`src/rtl/serial_cfg_pkg.sv`:
```
package serial_cfg_pkg;

    typedef enum logic {
        ST_STREAM = 1'b0,
        ST_SPENT  = 1'b1
    } rd_state_e;

endpackage

```
`src/rtl/serial_cfg_seq.sv`:
```
module serial_cfg_seq
    import serial_cfg_pkg::*;
#(
    parameter int DEPTH  = 64,
    parameter int ADDR_W = $clog2(DEPTH)
) (
    input  logic              clk,
    input  logic              rst_act,
    input  logic              ce_act,
    output logic [ADDR_W-1:0] addr_q,
    output rd_state_e         state_q
);

    localparam logic [ADDR_W-1:0] LAST_ADDR = ADDR_W'(DEPTH - 1);

    rd_state_e         state_d;
    logic [ADDR_W-1:0] addr_d;
    logic              at_last;

    assign at_last = (addr_q == LAST_ADDR);

    // next-state and counter decision
    always_comb begin
        state_d = state_q;
        addr_d  = addr_q;
        if (rst_act) begin
            state_d = ST_STREAM;
            addr_d  = '0;
        end else begin
            unique case (state_q)
                ST_STREAM: begin
                    if (ce_act) begin
                        if (at_last) begin
                            state_d = ST_SPENT;
                        end else begin
                            addr_d = addr_q + ADDR_W'(1);
                        end
                    end
                end
                ST_SPENT: begin
                    state_d = ST_SPENT;
                end
                default: begin
                    state_d = ST_STREAM;
                end
            endcase
        end
    end

    // state register
    always_ff @(posedge clk) begin
        state_q <= state_d;
        addr_q  <= addr_d;
    end

endmodule

```
`src/rtl/serial_cfg_store.sv`:
```
module serial_cfg_store #(
    parameter int               DEPTH  = 64,
    parameter int               ADDR_W = $clog2(DEPTH),
    parameter logic [DEPTH-1:0] INIT   = '0
) (
    input  logic [ADDR_W-1:0] addr,
    output logic              bit_o
);

    always_comb begin
        bit_o = 1'b0;
        for (int i = 0; i < DEPTH; i++) begin
            if (addr == ADDR_W'(i)) begin
                bit_o = INIT[i];
            end
        end
    end

endmodule

```
`src/rtl/serial_cfg_drive.sv`:
```
module serial_cfg_drive
    import serial_cfg_pkg::*;
(
    input  logic      rst_act,
    input  logic      ce_act,
    input  rd_state_e state_q,
    input  logic      bit_i,
    output logic      data_o,
    output logic      data_oe,
    output logic      chain_ce_n,
    output logic      standby
);

    // output process
    always_comb begin
        data_oe    = 1'b0;
        chain_ce_n = 1'b1;
        unique case (state_q)
            ST_STREAM: data_oe    = ce_act & ~rst_act;
            ST_SPENT:  chain_ce_n = ~(ce_act & ~rst_act);
            default: begin
                data_oe    = 1'b0;
                chain_ce_n = 1'b1;
            end
        endcase
        data_o  = bit_i & data_oe;
        standby = ~ce_act;
    end

endmodule

```
`src/rtl/serial_cfg_rom.sv`:
```
module serial_cfg_rom
    import serial_cfg_pkg::*;
#(
    parameter int               DEPTH    = 64,
    parameter bit               RST_HIGH = 1'b1,
    parameter logic [DEPTH-1:0] INIT     = '0
) (
    input  logic clk,
    input  logic rst_oe,
    input  logic ce_n,
    output logic data_o,
    output logic data_oe,
    output logic chain_ce_n,
    output logic standby
);

    localparam int ADDR_W = (DEPTH > 2) ? $clog2(DEPTH) : 1;

    logic              rst_act;
    logic              ce_act;
    logic [ADDR_W-1:0] addr_q;
    rd_state_e         state_q;
    logic              cur_bit;

    generate
        if (RST_HIGH) begin : g_rst_hi
            assign rst_act = rst_oe;
        end else begin : g_rst_lo
            assign rst_act = ~rst_oe;
        end
    endgenerate

    assign ce_act = ~ce_n;

    serial_cfg_seq #(.DEPTH(DEPTH), .ADDR_W(ADDR_W)) u_seq (
        .clk     (clk),
        .rst_act (rst_act),
        .ce_act  (ce_act),
        .addr_q  (addr_q),
        .state_q (state_q)
    );

    serial_cfg_store #(.DEPTH(DEPTH), .ADDR_W(ADDR_W), .INIT(INIT)) u_store (
        .addr  (addr_q),
        .bit_o (cur_bit)
    );

    serial_cfg_drive u_drive (
        .rst_act    (rst_act),
        .ce_act     (ce_act),
        .state_q    (state_q),
        .bit_i      (cur_bit),
        .data_o     (data_o),
        .data_oe    (data_oe),
        .chain_ce_n (chain_ce_n),
        .standby    (standby)
    );

endmodule

```
`config.mk`:
```
export PLATFORM = sky130hd
export DESIGN_NAME = serial_cfg_rom
export DESIGN_NICKNAME = d
export VERILOG_FILES = /design/src/rtl/serial_cfg_pkg.sv /design/src/rtl/serial_cfg_seq.sv /design/src/rtl/serial_cfg_store.sv /design/src/rtl/serial_cfg_drive.sv /design/src/rtl/serial_cfg_rom.sv
export SDC_FILE = /design/constraint.sdc
export NUM_CORES = 1
export LEC_CHECK = 0
export CORE_AREA = 4 4 41 43
export DETAILED_ROUTE_END_ITERATION = 10
export DIE_AREA = 0 0 45 47
export SLEW_MARGIN = 20
export SYNTH_ARGS = -nofsm -noshare
export SYNTH_HDL_FRONTEND = slang
export SYNTH_SLANG_ARGS = --single-unit
export TNS_END_PERCENT = 100
```
`constraint.sdc`:
```
create_clock -name clk -period 1.6 [get_ports clk]
set_input_delay 0.32 -clock clk [delete_from_list [all_inputs] [get_ports clk]]
set_output_delay 0.32 -clock clk [all_outputs]
set_load 0.05 [all_outputs]
```
==> Word-level counts from Yosys, hierarchy flattened <==
Cells that the tools add are included.
{ "classes": {"n_addsub": 1, "eq_ne": 1, "muxes": 5, "n_bitwise": 6, "reduce_logical": 1} }
{ "op_table": {"columns": ["op", "count"], "rows": [
  ["6-bit by 1-bit adder with 6-bit output, second input constant", 1],
  ["6-bit == test, second input constant", 1],
  ["1-bit inverter", 5],
  ["1-bit two-way mux", 4],
  ["3-bit AND reduction", 1],
  ["1-bit case mux with 2 select lines", 1],
  ["1-bit bitwise AND", 1]
]} }
{ "totals": {"ff_bits": 7, "inputBits": 3, "output_inout_bits": 4, "word_cells": 16} }

==> Logic depth before layout (Yosys ltp) <==
Gate-level depths: netlist (run 1).
{ "logic_depth": {"word_depth": 4, "mapped_depth": 4, "mapped_depth_nobuf": 4} }

==> By module <==
Synthesis (run 1) repeated with hierarchy kept, for this count alone.
{ "unflattened": {"hier_cells": 49, "area_unflattened_um2": 465.4} }
{ "modules_own_cells": {"columns": ["module", "n_inst", "cells_per_inst", "area_each_um2"], "rows": [
  ["serial_cfg_seq", 1, 42, 419.2],
  ["serial_cfg_drive", 1, 4, 31.3],
  ["serial_cfg_store", 1, 2, 11.3],
  ["serial_cfg_rom", 1, 1, 3.8]
]} }

==> Worst setup path before layout (run 1) <==
No wires, ideal clock.
{ "synth_timing": {"path_kind": "input port to output port", "from": "in rst_oe", "to": "out data_oe", "arrival_ps": 1535, "path_slack_ps": -255, "path_stages": 2, "cell_sequence": "clkbuf_1 -> nor3_1"} }
{ "synth_between": {"elab_chain_cells": 3} }
{ "synth_rtl": {"columns": ["item", "line", "source"], "rows": [
  ["start, declared", "serial_cfg_rom.sv:9", "input logic rst_oe,"],
  ["1-bit inverter", "serial_cfg_drive.sv:19", "ST_STREAM: data_oe = ce_act & ~rst_act;"],
  ["1-bit bitwise AND", "serial_cfg_drive.sv:19", null],
  ["1-bit two-way mux", "serial_cfg_drive.sv:18", "unique case (state_q)"],
  ["end, declared", "serial_cfg_rom.sv:12", "output logic data_oe,"]
]} }
Every way passes these cells.

==> Worst setup path in the final report (run 1) <==
{ "layout_timing": {"from": "reg u_seq.state_q", "to": "out chain_ce_n"} }
{ "layout_between": {"elab_chain_cells": 1} }
{ "layout_rtl": {"columns": ["item", "line", "source"], "rows": [
  ["start, declared", "serial_cfg_seq.sv:11", "output rd_state_e state_q"],
  ["start signal, assigned", "serial_cfg_seq.sv:52", "state_q <= state_d;"],
  ["1-bit two-way mux", "serial_cfg_drive.sv:18", null],
  ["end, declared", "serial_cfg_rom.sv:13", "output logic chain_ce_n,"]
]} }
Every way passes these cells.

==> results.md, run 1 <==
- Total number of vias: 358
- Hold depth: 2
- Clock sink count: 7
- Initial Utilization: 31.6%
- Synth area leaders: dfxtp_1 (34%), a311oi_4 (6.4%), a41oi_1 (4.3%)
- Max Root-Sink Buffers: 2
- DR DRC count: 0
- CP Class: reg2out
- Top-count cell post-synth: dfxtp_1
- Cell area after synthesis: 412 µm²
- DP Area: 538 µm²
- Final Hold Vio Count: 0
- Final wirelength: 832 µm
- Max cap viols: 0
- Layout cells sized above 1: 29.8%
- Routed WL per cell: 11.6 µm
- First DRT Iteration DRCs: 4
- H-tree levels: 1
- CP delay by family, top: flip-flops
- DIE HEIGHT: 47 µm
- Gr usage total: 10.2%
- Cell accounting for the most synthesized area: dfxtp_1
- CP max-delay cell: dfxtp_1
- Antenna Cells: 0
- # nets final: 62
- Leak: 0.000234 µW
- Synthesis-to-finish area growth: 39.5%
- Setup Viol. Count Final: 0
- Synth warn: 0
- Post-synth EDFFs: 0
- Power Dens Cells: 741 nW/µm²
- Placed Cells: 68
- Clk slew on worst S/H paths: 50 ps
- Final min period: 1470 ps
- Library cells used by synthesis: 26
- I/O pins: 7
- Worst Path Buf+Inv: 1
- CP cell instances: nand3_1, buf_12
- Post-synth top area share: 34.0%
- Die area: 2120 µm²
- RSZ-0062 raised after global routing: false
- IO Port Bufs: 5
- Crit path depth: 2
- Max Freq: 678 MHz
- Seq/Total Area, Yosys: 34.0%
- Fin crit share: 92.1%
- Yosys reg bits: 7
- Vias in the first global route: 329
- Post-Syn Area per Cell: 9.15 µm²
- Core area: 1300 µm²
- Die W: 45 µm
- Dominant synthesized flop cell: dfxtp_1
- Crit path launch type: flip-flop
- Post-DP HPWL: 619 µm
- Vias per std cell: 4.97
- CTS tree: yes
- HP Class: reg2reg
- Post-DRT Antenna Nets: 0
- Cells on worst reg2reg path: 3
- Skew final: 11.2 ps
- Data arrival, critical path: 1150 ps
- Outcome: finished, final reports clean
- Async S/R FF share, synth: 0%
- Final Slew Violations: 0
- First-pass GRT wire length: 1.48 mm
- Num rows: 13
- Grt total ovfl: 0
- First-pass DRT Iterations: 2
- Skew-Pair Late Insertion Delay: 260 ps
- Max IR drop VDD: 0.433 mV
- Post-CTS Setup Repair Bufs: 0
- Post-Syn Instances: 45
- Worst EP required: 1280 ps
- Crit. End Element: output pin
- GPL Wtd Cong: 0.737
- Largest stage delay, worst path: 530 ps
- Syn_nets: 49
- Non-Filler Cell Area, Final: 574 µm²
- Initial antenna violation count: 0
- Root buffer cell: clkbuf_4
- Largest net degree at the start of global routing: 8
- Post-synth top cells: dfxtp_1 (7), nand2_1 (4), inv_1 (3), nor2_1 (3), nor3_1 (3)
- Post-Layout Cell Count: 72
- CP max FO: 7
- Num CTS Buffers: 3
## registers in the layout (all words and copies together) (netlist names)
signal / cells
u_seq.addr_q: 6
u_seq.state_q: 1
## metal layers
metal	vias to the layer above	routed length (µm)	share of wire, %	GRT usage (%)
met5	-	0	0	0
met4	0	6	0.72	3.51
met3	2	71	8.5	7.28
met2	8	355	43	13.8
met1	163	398	48	12.6
li1	185	-	-	-
## per-stage QoR
stage	power (µW)	TNS, ps	setup slack [ps]	hold slack, ps	util, %
floorplan	230	0	171	464	-
global placement	264	-240	-77.0	489	41.3
detailed placement	264	-490	-109	494	41.3
CTS	426	0	35.6	501	43.3
global route	452	0	47.3	537	44.1
finish	425	0	126	497	44.1
## area by class of cell
cell class                      count  area, µm²
Sequential cell                     7        140
Inverter                            3       11.3
Multi-Input combinational cell     31        244
Clock buffer                        4       26.3
Timing Repair Buffer               12        134
Fill cell                         133        727
Tap cell                           15       18.8
## worst reg2reg max path: stages (launching register included)
cell      delay, ps
dfxtp_1         340
and3_1          280
a311oi_4        360
mux2_4          320
## cell usage in the layout (no fill, tap or decap), types with 2 or more instances in the layout
cell,n
buf_12,3
dfxtp_1,7
buf_4,7
nand2_1,4
nor3_1,2
clkbuf_4,3
a31oi_1,2
inv_1,3
nand3_1,2
a41oi_1,2
nor2_1,3
## cells by family (layout without fill, tap and decap cells)
group,Yosys count,count (layout),share of synthesized area [%]
muxes,2,2,6.08
buffers and inverters,7,19,10.0
adders and majority gates,1,1,3.04
DFF,7,7,34.0
other,1,1,0.911
AOI/OAI and AO/OA,8,8,18.8
and+or+nand+nor,19,19,27.1
## power by group
| part | switching, µW | internal, µW |
|---|---|---|
| logic | 39.1 | 37.7 |
| registers | 4.62 | 180 |
| clock network | 68.7 | 95.4 |
| total | 112 | 313 |
## path summary, 6_finish.rpt
| kind | from | endpoint | slack (ps) |
|---|---|---|---|
| hold reg to reg | u_seq.addr_q[3]$_SDFFE_PP0P_ | u_seq.addr_q[3]$_SDFFE_PP0P_ | 500 |
| hold / removal | u_seq.addr_q[3]$_SDFFE_PP0P_ | u_seq.addr_q[3]$_SDFFE_PP0P_ | 500 |
| setup reg to reg | u_seq.addr_q[2]$_SDFFE_PP0P_ | u_seq.addr_q[0]$_SDFFE_PP0P_ | 180 |
| setup / recovery | u_seq.state_q$_SDFF_PP0_ | chain_ce_n | 130 |
## timing repair
| item | CTS | global route |
|---|---|---|
| hold endpoints to repair | 0 | 0 |
| hold buffers | 0 | 0 |
| resized for setup | 1 | 3 |
| setup endpoints to repair | 3 | 2 |
| pin swaps | 1 | 0 |
| gates cloned | 0 | 0 |
No activity file was read; power rests on OpenSTA's default activity.
==> inputs of run 2 (changes only) <==
--- a/config.mk
+++ b/config.mk
@@ -8,6 +8,7 @@
 export CORE_AREA = 4 4 41 43
 export DETAILED_ROUTE_END_ITERATION = 10
 export DIE_AREA = 0 0 45 47
+export REMOVE_ABC_BUFFERS = 1
 export SLEW_MARGIN = 20
 export SYNTH_ARGS = -nofsm -noshare
 export SYNTH_HDL_FRONTEND = slang
==> run 2 against run 1 <==
Against the previous run:
- cell area decreased by 2.8%
- clock-buffer cell count is the same
- largest power group unchanged
- sequential share of layout area grew 0.71 points
- fmax down 3.0%
- via count is 0.56% lower
- combinational power shrank 9.9%
- worst setup slack got worse by 45 ps
- worst hold slack improved by 0.84 ps
- largest cell class unchanged
- highest routed layer unchanged
==> results.md, run 2 (synthesis results as in run 1) <==
- Die area: 2120 µm²
- FF-to-FF setup slack: 180 ps
- CP max-delay cell: clkdlybuf4s50_1
- Antenna Cells: 0
- Largest regs: u_seq.addr_q (6), u_seq.state_q (1)
- CTS resizes: 1
- Num rows: 13
- Worst EP required: 1280 ps
- Hold_buf cts: 0
- Leak: 0.000226 µW
- Post-DP HPWL: 592 µm
- CP max FO: 3
- IO Port Bufs: 5
- Data arrival, critical path: 1200 ps
- Synthesis-to-finish area growth: 35.6%
- RSZ-0062 raised after global routing: false
- Fin crit share: 95.0%
- Largest stage delay, worst path: 450 ps
- Crit. End Element: output pin
- Final Hold Vio Count: 0
- CP cell instances: clkdlybuf4s50_1, nor3_1, buf_4, buf_12
- Final wirelength: 773 µm
- Place WS: -157 ps
- GPL Wtd Cong: 0.790
- Largest register FFs: 6
- Total number of vias: 356
- Largest net degree at the start of global routing: 8
- Final worst slack: 80.6 ps
- Skew-Pair Late Insertion Delay: 250 ps
- Outcome: finished, final reports clean
- Tot Pwr: 411 µW
- Grt total ovfl: 0
- Max cap viols: 0
- CP Class: in2out
- Layout cells sized above 1: 26.3%
- Max Root-Sink Buffers: 2
- Setup Viol. Count Final: 0
- HP Class: reg2reg
- Clock sink count: 7
- Largest Register: u_seq.addr_q
- Register area: 140 µm²
- Num CTS Buffers: 3
- Power Dens Cells: 737 nW/µm²
- Clk slew on worst S/H paths: 50 ps
- Post-DRT Antenna Nets: 0
- Placed Cells: 68
- First DRT Iteration DRCs: 5
- Max IR drop VDD: 0.596 mV
- First-pass DRT Iterations: 4
- Initial antenna violation count: 0
- Most frequent cells in the layout: buf_4 (7), dfxtp_1 (7), nand2_1 (4)
- Multi-input gate area: 230 µm²
- DR DRC count: 0
- Crit path launch type: input port
- Gr usage total: 9.59%
- Vias in the first global route: 324
- First-pass GRT wire length: 1.37 mm
- Root buffer cell: clkbuf_4
- # nets final: 62
- Post-CTS Setup Repair Bufs: 0
- Filler cells: 145
- Final min period: 1520 ps
- I/O pins: 7
- CTS tree: yes
- Skew final: 2.60 ps
- Die W: 45 µm
- Core area: 1300 µm²
- Initial Utilization: 31.6%
- Final Slew Violations: 0
- Post-Layout Cell Count: 72
- Routed WL per cell: 10.7 µm
- DIE HEIGHT: 47 µm
- Max Freq: 658 MHz
- Vias per std cell: 4.94
- H-tree levels: 1
==> run 2: cell types whose count changed in the layout (fill, tap and decap cells not counted) <==
cell             before  now
clkdlybuf4s50_1       0    1
nor3_4                1    0
ha_1                  0    1
dlymetal6s2s_1        1    0
nor3_1                2    3
ha_2                  1    0
==> run 2: layout make-up <==
cell class	count	share of cell area (%)
Timing Repair Buffer	12	23.5
Inverter	3	2.02
Sequential cell	7	25.1
Clock buffer	4	4.71
Tap cell	15	3.36
Multi-Input combinational cell	31	41.3
==> run 2: path summary, 6_finish.rpt <==
path | startpoint | to | depth (start not counted)
setup / recovery | rst_oe | data_oe | 4
hold / removal | u_seq.addr_q[3]$_SDFFE_PP0P_ | u_seq.addr_q[3]$_SDFFE_PP0P_ | 2
setup reg to reg | u_seq.addr_q[0]$_SDFFE_PP0P_ | u_seq.addr_q[4]$_SDFFE_PP0P_ | 5
hold reg to reg | u_seq.addr_q[3]$_SDFFE_PP0P_ | u_seq.addr_q[3]$_SDFFE_PP0P_ | 2
==> run 2: per-layer routing <==
metal / part of all wire [%] / global-route usage [%] / up-vias
met2: 46 / 14.4 / 10
li1: - / - / 189
met4: 0.78 / 3.51 / 0
met5: 0 / 0 / -
met3: 6.6 / 6.90 / 2
met1: 47 / 10.6 / 155
==> run 2: power breakdown <==
group	switching, µW	internal, µW	total, µW
Sequential	6.09	180	186
Combinational	35.4	33.8	69.2
Clock	61.2	94.9	156
==> run 2: critical path, delay by kind of cell <==
| family | cells | cell delay [ps] |
|---|---|---|
| buffers and inverters | 3 | 720 |
| and+or+nand+nor | 1 | 160 |
==> run 2: per-stage QoR <==
step	utilization (%)	TNS (ps)	area [µm²]	hold WS, ps
5_1_grt	42.9	0	558	516
3_3_place_gp	41.0	-455	533	490
4_1_cts	42.9	0	558	501
6_report	42.9	0	558	498
2_1_floorplan	-	-178	382	392
3_5_place_dp	41.0	-659	533	492
